`config.mk`:
```
export PLATFORM = sky130hd
export DESIGN_NAME = msrch_top
export DESIGN_NICKNAME = d
export VERILOG_FILES = /design/src/rtl/msrch_pkg.sv /design/src/rtl/msrch_pattern_regs.sv /design/src/rtl/msrch_compare.sv /design/src/rtl/msrch_obsolete_map.sv /design/src/rtl/msrch_top.sv
export SDC_FILE = /design/constraint.sdc
export NUM_CORES = 1
export LEC_CHECK = 0
export ABC_AREA = 1
export ABC_CLOCK_PERIOD_IN_PS = 2100
export BUFFER_PORTS_ARGS = -buffer_cell sky130_fd_sc_hd__buf_2
export CORE_MARGIN = 4
export CORE_UTILIZATION = 59
export DETAILED_ROUTE_END_ITERATION = 8
export GPL_ROUTABILITY_DRIVEN = 0
export PLACE_DENSITY = 0.8
export SLEW_MARGIN = 20
export SYNTH_ARGS = -nofsm -noshare
export SYNTH_HDL_FRONTEND = slang
export SYNTH_SLANG_ARGS = --single-unit
export TNS_END_PERCENT = 50
```
`constraint.sdc`:
```
create_clock -name clk -period 2.1 [get_ports clk]
set_input_delay 0.525 -clock clk [delete_from_list [all_inputs] [get_ports clk]]
set_output_delay 0.525 -clock clk [all_outputs]
set_load 0.005 [all_outputs]
```
`src/rtl/msrch_pkg.sv`:
```
package msrch_pkg;

    typedef enum logic [0:0] {
        SRCH_IDLE = 1'b0,
        SRCH_RUN  = 1'b1
    } srch_state_e;

endpackage

```
`src/rtl/msrch_pattern_regs.sv`:
```
module msrch_pattern_regs #(
    parameter int WORD_W    = 16,
    parameter int BLK_WORDS = 4,
    localparam int IDX_W    = $clog2(BLK_WORDS)
) (
    input  logic                                clk,
    input  logic                                rst_n,
    input  logic                                cfg_we,
    input  logic [IDX_W-1:0]                    cfg_idx,
    input  logic [WORD_W-1:0]                   cfg_pat,
    input  logic [WORD_W-1:0]                   cfg_mask,
    output logic [BLK_WORDS-1:0][WORD_W-1:0]    pat_o,
    output logic [BLK_WORDS-1:0][WORD_W-1:0]    mask_o
);

    logic [BLK_WORDS-1:0][WORD_W-1:0] pat_d, pat_q;
    logic [BLK_WORDS-1:0][WORD_W-1:0] mask_d, mask_q;

    always_comb begin
        pat_d  = pat_q;
        mask_d = mask_q;
        if (cfg_we) begin
            pat_d[cfg_idx]  = cfg_pat;
            mask_d[cfg_idx] = cfg_mask;
        end
    end

    always_ff @(posedge clk or negedge rst_n) begin
        if (!rst_n) begin
            pat_q  <= '0;
            mask_q <= '0;
        end else begin
            pat_q  <= pat_d;
            mask_q <= mask_d;
        end
    end

    assign pat_o  = pat_q;
    assign mask_o = mask_q;

    // a configuration write lands in exactly the addressed word position
    p_cfg_lands_r3: assert property (@(posedge clk) disable iff (!rst_n)
        cfg_we |=> (pat_q[$past(cfg_idx)] == $past(cfg_pat)) &&
                   (mask_q[$past(cfg_idx)] == $past(cfg_mask)));

endmodule

```
`src/rtl/msrch_compare.sv`:
```
module msrch_compare #(
    parameter int WORD_W    = 16,
    parameter int BLK_WORDS = 4,
    parameter int AW        = 4,
    localparam int IDX_W    = $clog2(BLK_WORDS),
    localparam int WIDX_W   = $clog2(BLK_WORDS + 1)
) (
    input  logic                                clk,
    input  logic                                rst_n,
    input  logic                                en_i,
    input  logic                                blk_valid_i,
    input  logic                                blk_sop_i,
    input  logic                                blk_eop_i,
    input  logic [AW-1:0]                       blk_addr_i,
    input  logic [WORD_W-1:0]                   blk_word_i,
    input  logic [BLK_WORDS-1:0][WORD_W-1:0]    pat_i,
    input  logic [BLK_WORDS-1:0][WORD_W-1:0]    mask_i,
    output logic                                res_vld_o,
    output logic                                res_hit_o,
    output logic [AW-1:0]                       res_addr_o
);

    localparam logic [IDX_W-1:0]  LAST_SEL  = IDX_W'(BLK_WORDS - 1);
    localparam logic [WIDX_W-1:0] WORDS_CNT = WIDX_W'(BLK_WORDS);
    localparam logic [WIDX_W-1:0] ONE_CNT   = WIDX_W'(1);

    typedef struct packed {
        logic              in_blk;
        logic              miss;
        logic [WIDX_W-1:0] widx;
        logic [AW-1:0]     addr;
        logic              res_vld;
        logic              res_hit;
        logic [AW-1:0]     res_addr;
    } cmp_state_t;

    cmp_state_t st_d, st_q;
    logic [IDX_W-1:0]  sel;
    logic [WORD_W-1:0] pat_sel;
    logic [WORD_W-1:0] mask_sel;
    logic              word_ok;

    always_comb begin
        if (blk_sop_i) begin
            sel = '0;
        end else if (st_q.widx >= WORDS_CNT) begin
            sel = LAST_SEL;
        end else begin
            sel = st_q.widx[IDX_W-1:0];
        end
        pat_sel  = pat_i[sel];
        mask_sel = mask_i[sel];
        word_ok  = ((blk_word_i ^ pat_sel) & mask_sel) == '0;
    end

    always_comb begin
        st_d         = st_q;
        st_d.res_vld = 1'b0;
        st_d.res_hit = 1'b0;
        if (!en_i) begin
            st_d.in_blk = 1'b0;
        end else if (blk_valid_i) begin
            if (blk_sop_i) begin
                st_d.in_blk = 1'b1;
                st_d.miss   = !word_ok;
                st_d.addr   = blk_addr_i;
                st_d.widx   = ONE_CNT;
            end else if (st_q.in_blk) begin
                st_d.miss = st_q.miss | !word_ok;
                if (st_q.widx < WORDS_CNT) begin
                    st_d.widx = st_q.widx + ONE_CNT;
                end
            end
            if (blk_eop_i && (blk_sop_i || st_q.in_blk)) begin
                st_d.res_vld  = 1'b1;
                st_d.res_hit  = !st_d.miss;
                st_d.res_addr = st_d.addr;
                st_d.in_blk   = 1'b0;
            end
        end
    end

    always_ff @(posedge clk or negedge rst_n) begin
        if (!rst_n) begin
            st_q <= '0;
        end else begin
            st_q <= st_d;
        end
    end

    assign res_vld_o  = st_q.res_vld;
    assign res_hit_o  = st_q.res_hit;
    assign res_addr_o = st_q.res_addr;

    // a result only appears the cycle after an end-of-block word during a search
    p_result_after_eop_r4: assert property (@(posedge clk) disable iff (!rst_n)
        res_vld_o |-> $past(blk_valid_i && blk_eop_i && en_i));

    // a failing word in the closing cycle can never produce a hit
    p_bad_word_no_hit_r2: assert property (@(posedge clk) disable iff (!rst_n)
        (blk_valid_i && blk_eop_i && en_i && !word_ok) |=> !res_hit_o);

    // the word position never runs past the block length
    p_widx_bound_r3: assert property (@(posedge clk) disable iff (!rst_n)
        st_q.widx <= WORDS_CNT);

endmodule

```
`src/rtl/msrch_obsolete_map.sv`:
```
module msrch_obsolete_map #(
    parameter int NUM_BLK = 16,
    localparam int AW     = $clog2(NUM_BLK)
) (
    input  logic          clk,
    input  logic          rst_n,
    input  logic          tag_we,
    input  logic [AW-1:0] tag_addr,
    input  logic          tag_obsolete,
    output logic [AW-1:0] free_addr,
    output logic          free_none
);

    logic [NUM_BLK-1:0] flags_d, flags_q;
    logic [AW-1:0]      first_idx;
    logic               any_set;

    always_comb begin
        flags_d = flags_q;
        if (tag_we) begin
            flags_d[tag_addr] = tag_obsolete;
        end
    end

    always_ff @(posedge clk or negedge rst_n) begin
        if (!rst_n) begin
            flags_q <= '0;
        end else begin
            flags_q <= flags_d;
        end
    end

    // lowest index wins: scan downward so the last assignment is the smallest set index
    always_comb begin
        first_idx = '0;
        any_set   = 1'b0;
        for (int i = NUM_BLK - 1; i >= 0; i--) begin
            if (flags_q[i]) begin
                first_idx = AW'(i);
                any_set   = 1'b1;
            end
        end
    end

    assign free_addr = first_idx;
    assign free_none = !any_set;

    // the offered slot is obsolete and nothing below it is
    p_free_is_obsolete_r8: assert property (@(posedge clk) disable iff (!rst_n)
        !free_none |-> (flags_q[free_addr] &&
                        ((flags_q & ((NUM_BLK'(1) << free_addr) - NUM_BLK'(1))) == '0)));

    // a tag command takes effect on the addressed flag one cycle later
    p_tag_update_r8: assert property (@(posedge clk) disable iff (!rst_n)
        tag_we |=> flags_q[$past(tag_addr)] == $past(tag_obsolete));

    // no slot offered means an empty map, with a zero address
    p_none_empty_r9: assert property (@(posedge clk) disable iff (!rst_n)
        free_none |-> ($countones(flags_q) == 0) && (free_addr == '0));

endmodule

```
`src/rtl/msrch_top.sv`:
```
module msrch_top
    import msrch_pkg::*;
#(
    parameter int WORD_W    = 16,
    parameter int BLK_WORDS = 4,
    parameter int NUM_BLK   = 16,
    localparam int AW       = $clog2(NUM_BLK),
    localparam int IDX_W    = $clog2(BLK_WORDS)
) (
    input  logic              clk,
    input  logic              rst_n,
    input  logic              cfg_we,
    input  logic [IDX_W-1:0]  cfg_idx,
    input  logic [WORD_W-1:0] cfg_pat,
    input  logic [WORD_W-1:0] cfg_mask,
    input  logic              rpt_addr_en,
    input  logic              srch_start,
    input  logic              srch_stop,
    input  logic              blk_valid,
    input  logic              blk_sop,
    input  logic              blk_eop,
    input  logic [AW-1:0]     blk_addr,
    input  logic [WORD_W-1:0] blk_word,
    input  logic              tag_we,
    input  logic [AW-1:0]     tag_addr,
    input  logic              tag_obsolete,
    output logic              match_vld,
    output logic [AW-1:0]     match_addr,
    output logic              srch_done,
    output logic [AW-1:0]     free_addr,
    output logic              free_none
);

    localparam logic [AW-1:0] LAST_BLK = AW'(NUM_BLK - 1);
    localparam logic [AW-1:0] ONE_BLK  = AW'(1);

    typedef struct packed {
        srch_state_e   state;
        logic [AW-1:0] blk_cnt;
        logic          done;
        logic          rpt;
    } ctl_state_t;

    ctl_state_t ctl_d, ctl_q;

    logic [BLK_WORDS-1:0][WORD_W-1:0] pat_w;
    logic [BLK_WORDS-1:0][WORD_W-1:0] mask_w;
    logic                             res_vld;
    logic                             res_hit;
    logic [AW-1:0]                    res_addr;
    logic                             run_en;

    msrch_pattern_regs #(
        .WORD_W    (WORD_W),
        .BLK_WORDS (BLK_WORDS)
    ) u_pattern (
        .clk      (clk),
        .rst_n    (rst_n),
        .cfg_we   (cfg_we),
        .cfg_idx  (cfg_idx),
        .cfg_pat  (cfg_pat),
        .cfg_mask (cfg_mask),
        .pat_o    (pat_w),
        .mask_o   (mask_w)
    );

    assign run_en = (ctl_q.state == SRCH_RUN);

    msrch_compare #(
        .WORD_W    (WORD_W),
        .BLK_WORDS (BLK_WORDS),
        .AW        (AW)
    ) u_compare (
        .clk         (clk),
        .rst_n       (rst_n),
        .en_i        (run_en),
        .blk_valid_i (blk_valid),
        .blk_sop_i   (blk_sop),
        .blk_eop_i   (blk_eop),
        .blk_addr_i  (blk_addr),
        .blk_word_i  (blk_word),
        .pat_i       (pat_w),
        .mask_i      (mask_w),
        .res_vld_o   (res_vld),
        .res_hit_o   (res_hit),
        .res_addr_o  (res_addr)
    );

    msrch_obsolete_map #(
        .NUM_BLK (NUM_BLK)
    ) u_obsolete (
        .clk          (clk),
        .rst_n        (rst_n),
        .tag_we       (tag_we),
        .tag_addr     (tag_addr),
        .tag_obsolete (tag_obsolete),
        .free_addr    (free_addr),
        .free_none    (free_none)
    );

    always_comb begin
        ctl_d = ctl_q;
        if (srch_start) begin
            ctl_d.state   = SRCH_RUN;
            ctl_d.blk_cnt = '0;
            ctl_d.done    = 1'b0;
            ctl_d.rpt     = rpt_addr_en;
        end else if (srch_stop) begin
            ctl_d.state = SRCH_IDLE;
        end else if (run_en && res_vld) begin
            if (ctl_q.blk_cnt == LAST_BLK) begin
                ctl_d.state = SRCH_IDLE;
                ctl_d.done  = 1'b1;
            end else begin
                ctl_d.blk_cnt = ctl_q.blk_cnt + ONE_BLK;
            end
        end
    end

    always_ff @(posedge clk or negedge rst_n) begin
        if (!rst_n) begin
            ctl_q <= '{state: SRCH_IDLE, blk_cnt: '0, done: 1'b0, rpt: 1'b0};
        end else begin
            ctl_q <= ctl_d;
        end
    end

    assign match_vld  = res_vld && res_hit;
    assign match_addr = ctl_q.rpt ? res_addr : '0;
    assign srch_done  = ctl_q.done;

    // match events only come from blocks that closed while a search ran
    p_no_match_idle_r7: assert property (@(posedge clk) disable iff (!rst_n)
        match_vld |-> $past(run_en));

    // completion is raised only by a compared block, and the engine is then idle
    p_done_from_result_r6: assert property (@(posedge clk) disable iff (!rst_n)
        $rose(srch_done) |-> ($past(res_vld) && !run_en));

    // a start always clears completion
    p_start_clears_done_r6: assert property (@(posedge clk) disable iff (!rst_n)
        srch_start |=> !srch_done && run_en);

    // with the report option off the address output stays zero
    p_addr_hidden_r5: assert property (@(posedge clk) disable iff (!rst_n)
        (match_vld && !ctl_q.rpt) |-> (match_addr == '0));

endmodule

```
## Word-level counts from Yosys, hierarchy flattened

Cells that the tools add are included.

| word-level totals | value |
|---|---|
| bits in registers | 166 |
| output and inout bits | 11 |
| input bits | 69 |

| operators by class | value |
|---|---|
| bitwise operators | 3 |
| add/subtract/negate cells | 2 |
| reductions and logical operators | 21 |
| equality and inequality tests | 7 |
| magnitude comparators | 7 |
| muxes and demuxes | 65 |

Operators with widths:

| operator | number |
|---|---|
| bitwise mux 64 bit | 2 |
| 2-to-1 mux 4 bit | 23 |
| binary-select mux 16 bit (select 2 bit) | 2 |
| 2-to-1 mux 16 bit | 3 |
| demux 16 bit (select 2 bit) | 1 |
| 2-to-1 mux 6 bit | 4 |
| 2-to-1 mux 1 bit | 23 |
| AND 16 bit | 1 |
| bitwise mux 16 bit | 1 |
| zero test 16 bit | 1 |
| XOR 16 bit | 1 |
| 2-to-1 mux 15 bit | 1 |
| AND reduction 3 bit | 3 |
| != test 4 x 3 -> 1 bit (second input constant) | 2 |
| less-than comparator 2 x 3 -> 1 bit (second input constant) | 2 |
| != test 2 bit (second input constant) | 3 |
| AND reduction 2 bit | 3 |
| nonzero test 3 bit | 2 |
| logical AND 1 bit | 5 |
| less-than comparator 4 x 5 -> 1 bit (second input constant) | 1 |
| 2-to-1 mux 5 bit | 1 |
| adder 4 x 1 -> 4 bit (second input constant) | 1 |
| demux 1 bit (select 4 bit) | 1 |
| == test 4 bit (second input constant) | 1 |
| other kinds (13) | 17 |

## Logic depth before layout (Yosys ltp)

Gate-level depths: netlist of run 1.

| depth | value |
|---|---|
| word-level depth | 18 |
| gate-level depth with buffers | 16 |
| depth with buffers taken out | 15 |

## By module

A second synthesis of run 1 with hierarchy kept.

| unflattened totals | value |
|---|---|
| cells, all modules | 1186 |
| area total of the unflattened synthesis | 8773.4 sq um |

By module, submodules not included:

| module | sequential area each (sq um) | area each (sq um) | cells each | instances |
|---|---|---|---|---|
| msrch_pattern_regs | 3203.1 | 5188.7 | 569 | 1 |
| msrch_compare | 375.4 | 2299.7 | 444 | 1 |
| msrch_obsolete_map | 400.4 | 899.6 | 121 | 1 |
| msrch_top | 175.2 | 385.4 | 52 | 1 |

## Worst setup path after synthesis of run 1

Ideal clock, no wire load.

| timing path | value |
|---|---|
| path kind | flip-flop to output port |
| from | reg u_obsolete.flags_q[14] |
| to | out free_addr[0] |
| required time | 1.575 ns |
| setup slack | 0.411 ns |
| buffers on the path | 0 |
| cell stages (with the launch flop) | 12 |
| arrival time | 1.164 ns |
| path through | dfrtp_1 o21ai_0 a21oi_1 o21ai_0 nand2_1 nand2_1 nand2_1 nand2_1 nand2_1 nand2_1 nand2_1 a21oi_1 |

| on the way | value |
|---|---|
| cells in the longest elaborated chain, start to end | 15 |

RTL lines:

| item | line | text |
|---|---|---|
| start, declared | msrch_obsolete_map.sv:14 | `logic [NUM_BLK-1:0] flags_d, flags_q;` |
| start signal, assigned | msrch_obsolete_map.sv:29 | `flags_q <= flags_d;` |
| 2-to-1 mux 4 bit (15 in a row) | msrch_obsolete_map.sv:38 | `if (flags_q[i]) begin` |
| end, declared | msrch_top.sv:30 | `output logic [AW-1:0] free_addr,` |

No other way between the ends.

## Worst setup path in the final report of run 1

Same ends and word-level chain as after synthesis.

==> metrics, run 1 <==
hpwl dp=about 13 mm; H-tree Lvls=4; Hold Buf Count CTS=0; clock latency reported for the late side of the worst-skew pair=between 0.4 and 0.5 ns; fin crit share=1.112; IO Pins=80; final setup vio count=4; Area Growth Syn to Fin=16.45%; Synth Area in Adders=0.003088; final hold vios=0; multiplexer share of the synthesized area=0; sequential element share of the synthesized area=0.5127; Final min period=between 2 and 2.5 ns; Post-Route WL=about 20 mm; Post-Syn Instances=about 1100; Clock Skews=around 0.0081 ns; r2r setup slk=~0.16 ns; drt pass-1 iters=8; Yosys reg bits=~170; Post-CTS Setup Bufs=0; largest family of logic cells by synthesized area=simple AND/OR/NAND/NOR gates; syn_nets=~1100; Initial Util=0.6070; Req. time, crit path=~1.6 ns; fin worst setup slack=-0.2351 ns; Die Wd=approximately 130 um; outcome=complete, but fails checks; Ys Warns=0; RSZ-0062 raised after global routing=true; total inserted antenna cells=0; CTS tree=built; simple-gate share of the synthesized area=0.2707; total gr overflow=0; CP Capture Type=output pin; Design Power=approximately 0.0092 W; number of vias per cell=between 5 and 6; Antenna Nets Post-Route=0; Total GRT Usage=0.2591; sw frac=0.3230; Crit Reg-Reg Endpoint=u_compare.res_hit_o; Synth Area in XOR/XNOR=0.001081; NetSw=around 0.0030 W; vias in the first global route=6862; data arrival time of the critical path=1.81 ns; CP Launch Type=flip-flop; nets@finish=around 1200; Comb pwr share=0.231; CP startpoint=u_obsolete.flags_q[14]; Register Area=4155 um^2; internal power=roughly 0.0062 W; Max VDD drop=772.6 uV; Worst R2R Path Depth=15; First DRT Iteration DRCs=644; via count=approximately 7000; Worst Tran Pin Value=between 0.4 and 0.5 ns; Post-synth EDFFs=0; Slew Limit Fails=0; Clock Tree Buf Depth=2; Rows=42; R2R Path Start=u_compare.st_q[12]; setup total negative slack=-0.3549 ns; Syn Std Cell Area=around 8000 um^2; slew margin rel.=0.6733; failing checks=negative setup slack; core area=13350 um^2; Avg Inst Size Synth=7.530 um^2; Avg WL per Cell=14.77 um; sequential power share=0.443; first-pass GRT wire length=around 33 mm; Main synth FF type=dfrtp_1; Post-Route Utilization=0.7069; # fillers=~1100; CTS buffer count=17; Max Clk Rate=approximately 430 MHz; CTS clk-pin slew, worst paths=around 0.070 ns; Crit Path Class=reg -> out; HP Class=in -> async; initial antenna violation count=0; leakage power=~5.0 nW; Multi-input gate area=3304 um^2; die span in y=roughly 130 um; # DRC=0; worst-path maximum fanout=3; largest net degree at the start of global routing=65; async set-reset flop share out of synthesis=1.000; layout cells sized above 1=0.1310; number of max-cap violations=0; Clock Power Share=0.326; die area=15670 um^2; count of cell types in the netlist=29; Compound-Gate Fraction of Synth Area=0.1285; Power Dens Cells=between 900 and 1000 nW/um^2; CTS root buffer=clkbuf_16; port bufs=between 70 and 80; clk sink count=~170
==> worst max-delay path: stages, from the launching register on <==
cell,delay (ns)
dfrtp_1,0.40
o21ai_1,0.15
a21oi_1,0.09
o21ai_1,0.11
nand2_1,0.06
nand2_1,0.05
nand2_1,0.04
nand2_1,0.05
nand2_1,0.07
nand2_1,0.06
nand2_1,0.05
a21oi_1,0.11
buf_2,0.12
==> power groups by stage <==
stage / Combinational [W] / Sequential (W) / Clock [W]
floorplan: 0.00143 / 0.00400 / 0
global placement: 0.00201 / 0.00408 / 0
finish: 0.00212 / 0.00405 / 0.00299
detailed placement: 0.00208 / 0.00408 / 0
CTS: 0.00211 / 0.00404 / 0.00301
global route: 0.00241 / 0.00411 / 0.00317
==> stage by stage <==
stage	area [um^2]	hold WS [ns]	cells	setup slack (ns)
2_1_floorplan	8103	0.2294	1076	0.4114
3_3_place_gp	8846	0.4661	1312	0.05633
3_5_place_dp	8846	0.4729	1312	0.01122
4_1_cts	9418	0.05038	1344	-0.2521
5_1_grt	9435	0.06455	1344	-0.3911
6_report	9435	0.03731	1344	-0.2351
==> state kept, by name, summed over array words and instances, names as in the netlist, 4 cells and up <==
name                  flops
u_pattern.pat_o          64
u_compare.st_q            9
u_compare.res_addr_o      4
u_obsolete.flags_q       16
ctl_q                     5
u_pattern.mask_o         64
==> worst max-delay path by stage <==
stage                                endpoint  slack, ns
after floorplan                  free_addr[0]       0.41
after global placement    u_compare.res_hit_o       0.06
after detailed placement  u_compare.res_hit_o       0.01
after CTS                        free_addr[0]      -0.25
after global routing             free_addr[0]      -0.39
final                            free_addr[0]      -0.24
==> metal layers <==
metal	global-route usage	vias up	share of wire
li1	-	3573	-
met1	0.3503	3333	0.44
met2	0.4163	254	0.47
met3	0.05075	41	0.059
met4	0.1027	0	0.030
met5	0	-	0
==> cells in the final DEF (no fill, tap or decap), types with 2 or more instances in the layout <==
cell type / count
nor3_1: 2
buf_12: 12
dfrtp_1: 165
ha_1: 2
clkbuf_16: 17
a31oi_1: 4
nor3_2: 2
clkinvlp_4: 3
nand3_1: 76
o211ai_1: 3
clkinv_4: 4
a21oi_1: 22
nand2_2: 6
buf_4: 12
buf_2: 78
nand3b_1: 2
nor2_1: 42
nand2_1: 397
o21ai_0: 163
nand4_1: 3
inv_6: 3
inv_1: 119
nand3_2: 3
nand2_4: 4
o21ai_1: 8
clkinv_2: 2
==> cells in the mapped netlist, types with 3 or more instances <==
cell type	count	share of area
buf_2	5	0.0031
nand3_1	78	0.048
a21oi_1	22	0.014
nand2_4	3	0.0042
inv_1	119	0.055
dfrtp_1	166	0.51
a31oi_1	4	0.0031
clkbuf_1	28	0.013
nor3_1	4	0.0025
nor2_1	42	0.019
nand4_1	3	0.0023
buf_4	5	0.0046
nand2_2	5	0.0039
o211ai_1	3	0.0028
buf_6	5	0.0069
o21ai_1	6	0.0037
nand2_1	399	0.18
o21ai_0	165	0.10
==> layout make-up <==
type | count | area share
Sequential cell | 166 | 0.4404
Clock inverter | 13 | 0.01313
Tap cell | 176 | 0.02334
Inverter | 121 | 0.04840
Multi-Input combinational cell | 746 | 0.3502
Clock buffer | 19 | 0.04694
Timing Repair Buffer | 103 | 0.07758
==> logic make-up (layout without fill, tap and decap cells) <==
kind of cell,Yosys count,in the layout
compound gates,203,203
xor+xnor,1,1
fa+ha+maj,2,2
buf+inv,164,256
flops,166,166
simple gates,540,540
==> repair_timing <==
| action | 4_1_cts | 5_1_grt |
|---|---|---|
| pin swaps | 1 | 0 |
| endpoints found under the setup margin | 5 | 7 |
| gates resized for setup | 3 | 5 |
Note: power is estimated with default switching activity, not from simulation.
==> inputs of run 2 (changes only) <==
CORE_UTILIZATION = 45   (was 59)
PLACE_DENSITY = unset   (was 0.8)
==> metrics, run 2 (synthesis gave the netlist of run 1 again) <==
H-tree Lvls=4 (unchanged); nets@finish=1230 (was 1226); port bufs=79 (unchanged); Slew Limit Fails=0 (unchanged); Initial Util=0.4636 (was 0.6070); number of max-cap violations=0 (unchanged); Clock Skews=0.005541 ns (was 0.008147 ns); final setup vio count=5 (was 4); Avg WL per Cell=14.76 um (was 14.77 um); total inserted antenna cells=0 (unchanged); initial antenna violation count=0 (unchanged); sequential power share=0.442 (was 0.443); largest net degree at the start of global routing=65 (unchanged); die span in y=142.2 um (was 125.2 um); RSZ-0062 raised after global routing=true (unchanged); internal power=0.006223 W (was 0.006197 W); total gr overflow=0 (unchanged); Power Dens Cells=963.1 nW/um^2 (was 970.1 nW/um^2); Clock Power Share=0.329 (was 0.326); slew margin rel.=0.6892 (was 0.6733); final hold vios=0 (unchanged); Final min period=2.314 ns (was 2.335 ns); CTS root buffer=clkbuf_16 (unchanged); clock latency reported for the late side of the worst-skew pair=0.42 ns (was 0.43 ns); leakage power=5.024 nW (was 5.015 nW); fin worst setup slack=-0.2141 ns (was -0.2351 ns); Post-Route Utilization=0.5440 (was 0.7069); core area=17480 um^2 (was 13350 um^2); data arrival time of the critical path=1.79 ns (was 1.81 ns); commonest cells after routing, fill and taps aside=nand2_1, dfrtp_1, o21ai_0 (unchanged); Crit Reg-Reg Endpoint=u_compare.res_hit_o (unchanged); Comb pwr share=0.229 (was 0.231); hpwl dp=14.59 mm (was 13.46 mm); First DRT Iteration DRCs=479 (was 644); r2r setup slk=0.19 ns (was 0.16 ns); first-pass GRT wire length=33.87 mm (was 33.00 mm); CTS tree=built (unchanged); Antenna Nets Post-Route=0 (unchanged); worst-path maximum fanout=3 (unchanged); Post-Route WL=20.61 mm (was 19.85 mm); Post-CTS Setup Bufs=0 (unchanged); Hold Crit Depth=3; Area Growth Syn to Fin=17.33% (was 16.45%); CTS buffer count=17 (unchanged); drt pass-1 iters=5 (was 8); Worst R2R Path Depth=15 (unchanged); IO Pins=80 (unchanged); HP Class=in -> reg (was in -> async); via count=7019 (was 7201); Total GRT Usage=0.2111 (was 0.2591); Clock Tree Buf Depth=2 (unchanged); Design Power=0.009156 W (was 0.009153 W); Hold Crit Start=rpt_addr_en; Hold Slack=0.3039 ns (was 0.03731 ns); failing checks=negative setup slack (unchanged); R2R Path Start=u_compare.st_q[12] (unchanged); clk sink count=166 (unchanged); Req. time, crit path=1.57 ns (about the same); layout cells sized above 1=0.1324 (was 0.1310); Crit Path Class=reg -> out (unchanged); sw frac=0.3203 (was 0.3230); Die Wd=142.2 um (was 125.2 um); Rows=48 (was 42); most common cell after layout, fill and taps aside=nand2_1 (unchanged); NetSw=0.002932 W (was 0.002956 W); CTS clk-pin slew, worst paths=0.07 ns (about the same); Max VDD drop=618.3 uV (was 772.6 uV); WHS Endpoint=ctl_q[0]; Max Clk Rate=432.1 MHz (was 428.3 MHz); vias in the first global route=6604 (was 6862); CP Launch Type=flip-flop (unchanged); Worst Tran Pin Value=0.4619 ns (was 0.4900 ns); number of vias per cell=5.028 (was 5.358); die area=20220 um^2 (was 15670 um^2); fin crit share=1.102 (was 1.112); # DRC=0 (unchanged); outcome=complete, but fails checks (unchanged); CP Capture Type=output pin (unchanged)
[run 2: per-layer routing]
metal	part of all wire	global-route usage
met1	0.48	0.2993
met2	0.46	0.3337
met3	0.041	0.03931
met4	0.015	0.06010
met5	0	0
[run 2: timing repair]
item / 4_1_cts / 5_1_grt
endpoints found under the hold margin: 29 / 0
gates resized for setup: 4 / 4
pin swaps: 1 / 2
hold buffers: 1 / 0
setup endpoints to repair: 5 / 7
[run 2: worst max path at each step]
| stage | startpoint | cells past startpoint | to |
|---|---|---|---|
| 6_report | u_obsolete.flags_q[14] | 12 | free_addr[0] |
| 4_1_cts | u_obsolete.flags_q[15] | 13 | free_addr[0] |
| 5_1_grt | u_obsolete.flags_q[14] | 12 | free_addr[0] |
| 3_3_place_gp | blk_sop | 15 | u_compare.res_hit_o |
| 3_5_place_dp | blk_sop | 15 | u_compare.res_hit_o |
| 2_1_floorplan | u_obsolete.flags_q[14] | 11 | free_addr[0] |
[run 2: critical path, cell delays in order, from the launching register on]
cell,delay [ns]
dfrtp_1,0.41
o21ai_2,0.16
a21oi_2,0.07
o21ai_1,0.13
nand2_1,0.06
nand2_1,0.06
nand2_1,0.05
nand2_1,0.05
nand2_1,0.05
nand2_1,0.05
nand2_1,0.05
a21oi_1,0.10
buf_2,0.12
[run 2: area by class of cell]
type                    count  area (um^2)
clock inverters            10        97.59
flip-flops and latches    166         4155
multi-input cells         746         3303
repair buffers            107        752.0
clock buffers              21        460.4
well taps                 225        281.5
fillers                  1687         7970
inverters                 121        456.7
[run 2: metrics by stage]
| step | TNS, ns | worst slack (ns) | area [um^2] | cells |
|---|---|---|---|---|
| 2_1_floorplan | 0 | 0.4114 | 8103 | 1076 |
| 5_1_grt | -1.457 | -0.4155 | 9507 | 1396 |
| 6_report | -0.6309 | -0.2141 | 9507 | 1396 |
| 4_1_cts | -0.7059 | -0.2343 | 9494 | 1396 |
| 3_3_place_gp | 0 | 0.002622 | 8917 | 1364 |
| 3_5_place_dp | -0.01990 | -0.01629 | 8917 | 1364 |
[run 2: power groups by stage]
stage	sequential, W	combinational (W)	clock [W]
floorplan	0.00400	0.00143	0
finish	0.00405	0.00209	0.00301
CTS	0.00405	0.00211	0.00306
detailed placement	0.00409	0.00210	0
global placement	0.00409	0.00206	0
global route	0.00411	0.00242	0.00320
==> inputs of run 3 (changes only) <==
ABC_CLOCK_PERIOD_IN_PS = unset   (was 2100)
CELL_PAD_IN_SITES_DETAIL_PLACEMENT = 1   (was unset)
CELL_PAD_IN_SITES_GLOBAL_PLACEMENT = 2   (was unset)
CORE_UTILIZATION = 34   (was 45)
PLACE_DENSITY_LB_ADDON = 0.1   (was unset)
SLEW_MARGIN = unset   (was 20)
==> metrics, run 3 (synthesis gave the netlist of run 1 again) <==
Power Dens Cells=958.8 nW/um^2 (was 963.1 nW/um^2); clk sink count=166 (unchanged); vias in the first global route=7457 (was 6604); die area=26370 um^2 (was 20220 um^2); worst-path maximum fanout=2 (was 3); CTS clk-pin slew, worst paths=0.08 ns (was 0.07 ns); leakage power=5.072 nW (was 5.024 nW); First DRT Iteration DRCs=398 (was 479); Final min period=2.370 ns (was 2.314 ns); CTS tree=built (unchanged); largest net degree at the start of global routing=65 (unchanged); nets@finish=1239 (was 1230); Avg WL per Cell=16.06 um (was 14.76 um); Worst Tran Pin Value=0.4341 ns (was 0.4619 ns); Clock Skews=0.01466 ns (was 0.005541 ns); H-tree Lvls=4 (unchanged); Die Wd=162.4 um (was 142.2 um); fin worst setup slack=-0.2701 ns (was -0.2141 ns); Max VDD drop=403.2 uV (was 618.3 uV); Slew Limit Fails=0 (unchanged); number of max-cap violations=0 (unchanged); total gr overflow=0 (unchanged); drt pass-1 iters=4 (was 5); Post-Route WL=24.08 mm (was 20.61 mm); Antenna Nets Post-Route=0 (unchanged); Initial Util=0.3452 (was 0.4636); clock latency reported for the late side of the worst-skew pair=0.44 ns (was 0.42 ns); data arrival time of the critical path=1.85 ns (was 1.79 ns); Total GRT Usage=0.1918 (was 0.2111); placed cell count=1467 (was 1364); CP Capture Type=output pin (unchanged); Hold Buf Count CTS=0 (was 1); RSZ-0062 raised after global routing=true (unchanged); Clock Tree Buf Depth=2 (unchanged); CTS root buffer=clkbuf_16 (unchanged); number of vias per cell=4.734 (was 5.028); slew margin rel.=0.7096 (was 0.6892); commonest cells after routing, fill and taps aside=nand2_1, dfrtp_1, o21ai_0 (unchanged); Crit Path Class=reg -> out (unchanged); fin crit share=1.129 (was 1.102); layout cells sized above 1=0.1465 (was 0.1324); Req. time, crit path=1.57 ns (about the same); Design Power=0.009316 W (was 0.009156 W); first-pass GRT wire length=39.94 mm (was 33.87 mm); outcome=complete, but fails checks (unchanged); HP Class=in -> async (was in -> reg); die span in y=162.4 um (was 142.2 um); Max Clk Rate=421.9 MHz (was 432.1 MHz); final setup vio count=5 (unchanged); CTS buffer count=17 (unchanged); failing checks=negative setup slack (unchanged); initial antenna violation count=0 (unchanged); via count=7101 (was 7019); final std cells w/o fill=1500 (was 1396); # DRC=0 (unchanged); hpwl dp=17.35 mm (was 14.59 mm); CP Launch Type=flip-flop (unchanged); port bufs=79 (unchanged); Rows=56 (was 48); total inserted antenna cells=0 (unchanged); Area Growth Syn to Fin=19.92% (was 17.33%); most common cell after layout, fill and taps aside=nand2_1 (unchanged); final hold vios=0 (unchanged); core area=23470 um^2 (was 17480 um^2); IO Pins=80 (unchanged)
-- run 3: cell types whose count changed in the layout (fill, tap and decap cells not counted), sizes merged --
cell | before | now
clkinv | 3 | 4
dlygate4sd3 | 1 | 0
buf | 106 | 116
bufinv | 1 | 0
inv | 124 | 127
clkbuf | 21 | 19
-- run 3: layer usage --
layer | vias to the layer above | wire length (um) | GRT usage
li1 | 3609 | - | -
met1 | 3391 | 12160 | 0.2742
met2 | 83 | 11160 | 0.3056
met3 | 18 | 548 | 0.03189
met4 | 0 | 220 | 0.04767
met5 | - | 0 | 0
-- run 3: cell type report --
cell class	instances	area, um^2
multi-input combinational	746	3317
fill	2908	13760
inverter	121	456.7
timing repair buffer	116	833.3
sequential	166	4155
clock buffer	19	442.9
clock inverter	13	112.6
tap	319	399.1
-- run 3: critical path, stage by stage, from the launching register on --
cell and delay (ns):
dfrtp_1 0.36, inv_2 0.05, o21ai_2 0.15, a21oi_2 0.07
o21ai_1 0.12, nand2_1 0.08, nand2_1 0.07, nand2_1 0.05
nand2_1 0.07, nand2_2 0.06, nand2_1 0.05, nand2_1 0.05
a21oi_2 0.11, buf_2 0.12
-- run 3: stage by stage --
step                      setup WS (ns)  hold slack, ns  TNS (ns)  instance area (um^2)  utilization
after floorplan                  0.4114          0.2294         0                  8103            -
after global placement          -0.1320          0.4663   -0.2206                  9115       0.3883
after detailed placement        -0.1356          0.4734   -0.2398                  9115       0.3883
after CTS                       -0.3349        0.001533   -0.9662                  9678       0.4123
after global routing            -0.4789         0.01434    -1.647                  9717       0.4140
final                           -0.2701        0.007470   -0.7624                  9717       0.4140
-- run 3: final timing paths --
check | start | endpoint | slack [ns] | cells after the start
hold reg to reg | u_pattern.mask_o[11] | u_pattern.mask_o[11] | 0.48 | 2
setup reg to reg | u_compare.st_q[12] | u_compare.res_hit_o | 0.12 | 16
hold / removal | rst_n | u_pattern.mask_o[61] | 0.007 | 1
min in group clk | srch_start | srch_done | 0.27 | 2
max in group asynchronous | rst_n | u_obsolete.flags_q[8] | 1.55 | 2
setup / recovery | u_obsolete.flags_q[15] | free_addr[0] | -0.27 | 13
-- run 3: repair_timing --
item                                    in CTS  in global routing
setup buffers                                0                  1
gates resized for setup                      5                  9
gates cloned                                 0                  0
endpoints found under the setup margin       5                  7
pin swaps                                    1                  2
-- run 3: power breakdown --
| group | internal [W] | switching (W) | total (W) |
|---|---|---|---|
| Combinational | 0.000852 | 0.00138 | 0.00223 |
| Sequential | 0.00372 | 0.000339 | 0.00406 |
| Clock | 0.00158 | 0.00145 | 0.00303 |
| Total | 0.00615 | 0.00317 | 0.00932 |
